<file path="config.mk">
export PLATFORM = sky130hd
export DESIGN_NAME = vec_trap_unit
export DESIGN_NICKNAME = d
export VERILOG_FILES = /design/src/rtl/vtu_pkg.sv /design/src/rtl/vtu_catch_reg.sv /design/src/rtl/vtu_vec_decode.sv /design/src/rtl/vtu_trap_gen.sv /design/src/rtl/vec_trap_unit.sv
export SDC_FILE = /design/constraint.sdc
export NUM_CORES = 1
export LEC_CHECK = 0
export BUFFER_PORTS_ARGS = -buffer_cell sky130_fd_sc_hd__buf_2
export CORE_UTILIZATION = 30
export DETAILED_ROUTE_END_ITERATION = 16
export HOLD_SLACK_MARGIN = 0.12
export PLACE_DENSITY = 0.74
export SYNTH_ARGS = -nofsm -noshare
export SYNTH_HDL_FRONTEND = slang
export SYNTH_SLANG_ARGS = --single-unit
</file>
<file path="constraint.sdc">
create_clock -name clk -period 0.99 [get_ports clk]
set_input_delay 0 -clock clk [delete_from_list [all_inputs] [get_ports clk]]
set_output_delay 0 -clock clk [all_outputs]
set_load 0.05 [all_outputs]
</file>
<file path="src/rtl/vtu_pkg.sv">
// Package: shared constants and types for the vector catch unit.
// Assumes an eight-entry vector table with word-spaced entries.
package vtu_pkg;
    localparam int unsigned VEC_COUNT = 8;
    localparam int unsigned SLOT_W    = $clog2(VEC_COUNT);
    typedef logic [SLOT_W-1:0] slot_t;

    // Slots with behaviour of their own.
    localparam int unsigned SLOT_PABT = 3;
    localparam int unsigned SLOT_DABT = 4;
    localparam int unsigned SLOT_RSVD = 5;
endpackage

</file>
<file path="src/rtl/vtu_catch_reg.sv">
// Module: catch register. Holds one arm bit per vector slot. Writes happen
// through a plain enable/data port. The reserved slot is tied to zero.
// Assumes synchronous active-low reset and writes that take effect at the edge.
module vtu_catch_reg
    import vtu_pkg::*;
#(
    parameter int unsigned N_SLOTS = VEC_COUNT,
    parameter int unsigned RSVD    = SLOT_RSVD
) (
    input  logic               clk,
    input  logic               rst_n,
    input  logic               we,
    input  logic [N_SLOTS-1:0] wdata,
    output logic [N_SLOTS-1:0] arm_q
);
    logic [N_SLOTS-1:0] keep;

    // Build the writable-bit mask; the reserved slot stays clear.
    for (genvar i = 0; i < N_SLOTS; i++) begin : g_keep
        if (i == RSVD) begin : g_rsvd
            assign keep[i] = 1'b0;
        end else begin : g_norm
            assign keep[i] = 1'b1;
        end
    end

    // Register update: clear on reset, load masked data on write.
    always_ff @(posedge clk) begin
        if (!rst_n) begin
            arm_q <= '0;
        end else if (we) begin
            arm_q <= wdata & keep;
        end
    end

    // the register only changes on a write.
    p_hold_r2: assert property (@(posedge clk) disable iff (!rst_n)
        !we |=> $stable(arm_q));
endmodule

</file>
<file path="src/rtl/vtu_vec_decode.sv">
// Module: vector address decoder. Reports whether a fetch address is a vector
// table entry under the selected base and, if so, which slot it is.
// Assumes word-aligned entries at base + 4*slot.
module vtu_vec_decode
    import vtu_pkg::*;
#(
    parameter int unsigned ADDR_W    = 32,
    parameter logic [31:0] HIGH_BASE = 32'hFFFF_0000
) (
    input  logic [ADDR_W-1:0] fetch_addr,
    input  logic              high_sel,
    output logic              is_vec,
    output slot_t             slot
);
    localparam int unsigned LSB = SLOT_W + 2;
    localparam logic [ADDR_W-LSB-1:0] HI_TAG = HIGH_BASE[ADDR_W-1:LSB];

    logic [ADDR_W-LSB-1:0] tag_sel;

    // Pick the tag of the selected base and compare the address exactly.
    always_comb begin
        tag_sel = high_sel ? HI_TAG : '0;
        is_vec  = (fetch_addr[ADDR_W-1:LSB] == tag_sel) && (fetch_addr[1:0] == 2'b00);
        slot    = fetch_addr[LSB-1:2];
    end
endmodule

</file>
<file path="src/rtl/vtu_trap_gen.sv">
// Module: trap qualifier. Combines the decode result, the entry qualifier,
// the type code, the arm bits and the monitor-mode mask. Drives a
// registered one-cycle breakpoint request.
// Assumes the qualifier and type code are valid in the fetch cycle.
module vtu_trap_gen
    import vtu_pkg::*;
#(
    parameter int unsigned N_SLOTS = VEC_COUNT
) (
    input  logic               clk,
    input  logic               rst_n,
    input  logic               fetch_valid,
    input  logic               exc_entry,
    input  slot_t              exc_kind,
    input  logic               monitor_mode,
    input  logic               is_vec,
    input  slot_t              slot,
    input  logic [N_SLOTS-1:0] arm_bits,
    output logic               brk_req
);
    logic [N_SLOTS-1:0] mon_block;
    logic [N_SLOTS-1:0] arm_eff;
    logic               hit;

    // Mark the slots that monitor mode must never catch.
    for (genvar i = 0; i < N_SLOTS; i++) begin : g_mask
        if (i == SLOT_PABT || i == SLOT_DABT) begin : g_abort
            assign mon_block[i] = 1'b1;
        end else begin : g_other
            assign mon_block[i] = 1'b0;
        end
    end

    // Effective arming after the monitor mask, then full trap qualification.
    always_comb begin
        arm_eff = arm_bits & ~(mon_block & {N_SLOTS{monitor_mode}});
        hit     = fetch_valid && exc_entry && is_vec && (slot == exc_kind) && arm_eff[slot];
    end

    // Register the request so it lasts one cycle per qualifying fetch.
    always_ff @(posedge clk) begin
        if (!rst_n) begin
            brk_req <= 1'b0;
        end else begin
            brk_req <= hit;
        end
    end

    // a request follows only a strobed entry fetch.
    p_entry_only_r5: assert property (@(posedge clk) disable iff (!rst_n)
        brk_req |-> $past(fetch_valid && exc_entry));
    // a request follows only an armed slot.
    p_armed_r3: assert property (@(posedge clk) disable iff (!rst_n)
        brk_req |-> $past(arm_bits[slot]));
    // the type code matched the decoded slot.
    p_kind_match_r9: assert property (@(posedge clk) disable iff (!rst_n)
        brk_req |-> $past(exc_kind == slot));
    // no abort catch in monitor mode.
    p_mon_mask_r6: assert property (@(posedge clk) disable iff (!rst_n)
        (brk_req && $past(monitor_mode)) |->
            ($past(slot) != slot_t'(SLOT_PABT) && $past(slot) != slot_t'(SLOT_DABT)));
    // the reserved slot never triggers.
    p_rsvd_quiet_r10: assert property (@(posedge clk) disable iff (!rst_n)
        brk_req |-> $past(slot) != slot_t'(SLOT_RSVD));
endmodule

</file>
<file path="src/rtl/vec_trap_unit.sv">
// Module: exception vector catch unit top. Connects the catch register,
// the vector decoder and the trap qualifier.
// Assumes a 32-bit fetch address and a type code equal to the slot number.
module vec_trap_unit
    import vtu_pkg::*;
#(
    parameter int unsigned ADDR_W    = 32,
    parameter logic [31:0] HIGH_BASE = 32'hFFFF_0000
) (
    input  logic              clk,
    input  logic              rst_n,
    input  logic [ADDR_W-1:0] fetch_addr,
    input  logic              fetch_valid,
    input  logic              exc_entry,
    input  logic [SLOT_W-1:0] exc_kind,
    input  logic              monitor_mode,
    input  logic              high_vectors,
    input  logic              catch_we,
    input  logic [VEC_COUNT-1:0] catch_wdata,
    output logic [VEC_COUNT-1:0] catch_rdata,
    output logic              brk_req
);
    logic [VEC_COUNT-1:0] arm_q;
    logic                 is_vec;
    slot_t                slot;

    vtu_catch_reg #(.N_SLOTS(VEC_COUNT), .RSVD(SLOT_RSVD)) u_reg (
        .clk   (clk),
        .rst_n (rst_n),
        .we    (catch_we),
        .wdata (catch_wdata),
        .arm_q (arm_q)
    );

    vtu_vec_decode #(.ADDR_W(ADDR_W), .HIGH_BASE(HIGH_BASE)) u_dec (
        .fetch_addr (fetch_addr),
        .high_sel   (high_vectors),
        .is_vec     (is_vec),
        .slot       (slot)
    );

    vtu_trap_gen #(.N_SLOTS(VEC_COUNT)) u_trap (
        .clk          (clk),
        .rst_n        (rst_n),
        .fetch_valid  (fetch_valid),
        .exc_entry    (exc_entry),
        .exc_kind     (exc_kind),
        .monitor_mode (monitor_mode),
        .is_vec       (is_vec),
        .slot         (slot),
        .arm_bits     (arm_q),
        .brk_req      (brk_req)
    );

    // Read port shows the stored arm bits.
    assign catch_rdata = arm_q;
endmodule

</file>
After elaboration in Yosys (flattened, before gate mapping) --
Cells that the tools add are included.
Storage, ports and cells: bits in registers 8, bits in latches 0, bits in writable memories 0, memory bits (read-only) 0, bits of input ports 50, output and inout bits 9, word-level logic and storage cells 16, memories 0
Cells by class: $add $sub $neg 0, multiply operators 0, divide/modulo/power cells 0, magnitude comparators 1, equal/unequal tests 2, shift-type cells 0, mux-type cells 3, bitwise logic cells 2, reduce and logical (&&, ||, !) cells 6
Operators by type and width (count):
- 27-bit equality test | 1
- 27-bit two-way mux | 1
- 8-bit AND | 1
- 5-bit inverter with 8-bit output | 1
- 1-bit logical AND | 5
- 3-bit by 4-bit less-than comparator with 1-bit output, second input constant | 1
- 1-bit binary-select mux with 3-bit select | 1
- 3-bit equality test | 1
- 2-bit logical NOT | 1
- 1-bit two-way mux | 1

Longest topological paths before layout --
depth in word-level cells 6, depth in mapped cells 4, depth with buffers taken out 4

By module --
A second synthesis with hierarchy kept.
Second synthesis, totals: cells, all modules 64, area, all modules 601.8 µm²
By module, submodules not included:
- vtu_catch_reg | instances 1, cells each 24, area an instance 276.5 µm²
- vtu_trap_gen | instances 1, cells each 19, area an instance 175.2 µm²
- vtu_vec_decode | instances 1, cells each 21, area an instance 150.1 µm²

Least setup slack after synthesis --
Ideal clock, no wire load.
path kind flip-flop to flip-flop, start point reg u_reg.arm_q[4], end point reg u_trap.brk_req, setup time 0.087 ns, arrival 1.234 ns, required time 0.903 ns, setup slack -0.332 ns, stages on the path, launching flop included 5, buffers on the path 0, cells stage by stage dfxtp_1 > nor4b_1 > a21oi_1 > a21oi_1 > nor4b_2
On the way: longest elaborated chain between the ends 4
Ends and longest elaborated chain:
- from (decl) | line vtu_catch_reg.sv:14 | output logic [N_SLOTS-1:0] arm_q
- from (signal assigned) | line vtu_catch_reg.sv:32 | arm_q <= wdata & keep;
- 8-bit AND | line vtu_trap_gen.sv:36 | arm_eff = arm_bits & ~(mon_block & {N_SLOTS{monitor_mode}});
- 1-bit binary-select mux with 3-bit select | line vtu_trap_gen.sv:37 | hit = fetch_valid && exc_entry && is_vec && (slot == exc_kind) && arm_eff[slot];
- 1-bit two-way mux (implied by the code) | line vtu_trap_gen.sv:37
- 1-bit logical AND | line vtu_trap_gen.sv:37
- to (signal assigned) | line vtu_trap_gen.sv:45 | brk_req <= hit;
- to (decl) | line vtu_trap_gen.sv:19 | output logic brk_req
No other way between the ends. The select of a mux whose other input is x is not followed. A chain may end at the register's enable or synchronous reset.

Final worst setup path --
start point reg u_reg.arm_q[6], end point reg u_trap.brk_req
Same word-level chain as after synthesis.

==> results.json <==
{
  "grt_pass1_vias": 661,
  "grt_max_degree": 8,
  "syn_inst": 58,
  "period_minus_slack_ps": 1050,
  "setup_viol": 1,
  "cts_tree": "done",
  "violations": "setup timing",
  "ys_types": 22,
  "ctsRootBufferMaster": "clkbuf_4",
  "io_pins": 59,
  "drt_iter0_markers": 6,
  "p_total_uw": 958,
  "cts.htree.levels": 1,
  "final_cell_mix": "buf_2, mux2i_1, nor2b_1, dlygate4sd3_1, buf_4",
  "ys_warn_count": 0,
  "vias": 730,
  "status": "complete, but fails checks",
  "synth.cell_area_um2": 547,
  "synth_top_cell_by_area": "dfxtp_1",
  "crit_arrival_ps": 1180,
  "syn_to_final_growth_pct": 94.3,
  "final_common_cell": "buf_2",
  "dp_hpwl_um": 1380,
  "synth_top_area_share_pct": 29.3,
  "fill_cells": 164,
  "power.leakage_uw": 0.000509,
  "irDropWorstVdd_v": 0.000541,
  "syn_nets": 108,
  "cts_max_path_buffers": 2,
  "maxCapViolCount": 0,
  "clkSinkCount": 8,
  "fin_ws_ps": -57.9,
  "die-area_mm2": 0.00200,
  "nets": 182,
  "cts_buffers": 3,
  "path_clk_slew_ps": 50,
  "path_class": "reg -> reg",
  "crit_fanout": 2,
  "die_h_um": 44.7,
  "numPlacedInstances": 144,
  "clk_latency_ps": 250,
  "p_per_area_mw_per_mm2": 902,
  "grt_first_pass_wirelength_um": 2570,
  "antenna-diode-count": 0,
  "end_kind": "register",
  "cts_hold_buffers": 8,
  "drive_above_1_share_pct": 63.4,
  "antenna_left": 0,
  "num_rows": 15,
  "drt_pass1_iterations": 4,
  "timing.fmax_mhz": 954,
  "synth_top_cells_by_area": "dfxtp_1, mux2i_1, nor2b_1, nor4_2, xor2_1",
  "overflow": 0,
  "final_core_utilization_pct": 62.2,
  "cp.required_ps": 1130,
  "wirelength_um": 1670,
  "synth.avg_cell_area_um2": 9.43,
  "rsz0062_at_grt": "true",
  "start_kind": "register",
  "hold_violations": 0,
  "wl_per_cell_um": 10.7,
  "min_path_type": "in -> reg",
  "stdcell_count": 156,
  "via_per_inst": 4.68,
  "drv_slew": 0,
  "finClkSkew_ps": 3.38,
  "die_x_um": 44.7,
  "drc": 0,
  "ys_ff_latch": 8,
  "postCtsSetupRepairBufs": 0,
  "fin_crit_sh_pct": 106,
  "track_usage_pct": 18.2,
  "io_buffer_count": 56,
  "start_util_pct": 32.0,
  "antenna_found_initial": 0,
  "routabilityCongestion": 0.754,
  "fp.coreArea_mm2": 0.00171,
  "yosysSeqAreaShare_pct": 29.3
}
[cell families after synthesis]
| kind of cell | after synthesis | share of synthesized area, % |
|---|---|---|
| other | 1 | 0.686 |
| multiplexers | 9 | 16.7 |
| AND/OR/NAND/NOR | 27 | 37.1 |
| AO/OA/AOI/OAI | 6 | 7.09 |
| flip-flops | 8 | 29.3 |
| XOR/XNOR | 4 | 6.41 |
| buffers and inverters | 3 | 2.75 |
[registers in the layout (all words and copies together), names as in the netlist]
register / count
u_trap.brk_req: 1
u_reg.arm_q: 7
[synthesized netlist by cell type]
cell type  count
a211o_1        1
a21oi_1        3
a31oi_1        1
and4_1         1
buf_4          1
clkbuf_1       1
conb_1         1
dfxtp_1        8
inv_1          1
mux2_1         1
mux2i_1        8
nand2_1        2
nand4_1        4
nor2b_1        8
nor3_1         1
nor4_1         5
nor4_2         3
nor4b_1        1
nor4b_2        1
o221ai_1       1
or4b_4         1
xor2_1         4
[per-layer routing]
| layer | GRT usage, % | routed length, µm |
|---|---|---|
| met5 | 0 | 0 |
| met4 | 9.09 | 15 |
| met3 | 6.00 | 147 |
| met2 | 32.4 | 858 |
| met1 | 19.2 | 648 |
[where the power goes]
group / internal, µW / switching [µW] / total, µW
logic: 171 / 175 / 346
registers: 334 / 10.5 / 344
clock network: 154 / 113 / 267
[path summary, 6_finish.rpt]
check / from / depth (start not counted) / to / slack, ps
setup / recovery: u_reg.arm_q[6] / 4 / u_trap.brk_req / -60
hold / removal: fetch_addr[5] / 4 / u_trap.brk_req / 30
setup reg to reg: u_reg.arm_q[6] / 4 / u_trap.brk_req / -60
hold reg to reg: u_reg.arm_q[2] / 2 / u_reg.arm_q[2] / 520
[timing repair]
item,CTS,global route
endpoints found under the setup margin,1,1
pin swaps,2,1
gates resized for setup,1,0
hold endpoints to repair,8,1
[critical path, cell delays in order (launching register included)]
cell and delay [ps]:
dfxtp_4 330, mux2_4 270, a21oi_2 120, a21oi_1 60
nor4b_2 150
[per-stage QoR]
step	area, µm²	setup TNS (ps)	setup WS [ps]	hold slack (ps)
global route	1060	-72.2	-72.2	34.5
CTS	1060	-57.1	-57.1	30.1
floorplan	594	-94.2	-94.2	127
finish	1060	-57.9	-57.9	34.9
detailed placement	947	-269	-269	266
global placement	947	-205	-205	256
[cell type report]
class                   instances  area, µm²  area share (%)
multi-input cells              47        404            38.0
clock buffers                   4       26.3            2.47
inverters                       1       3.75           0.353
repair buffers                 71        413            38.9
flip-flops and latches          8        184            17.3
well taps                      25       31.3            2.94
Note: power is estimated with default switching activity, not from simulation.
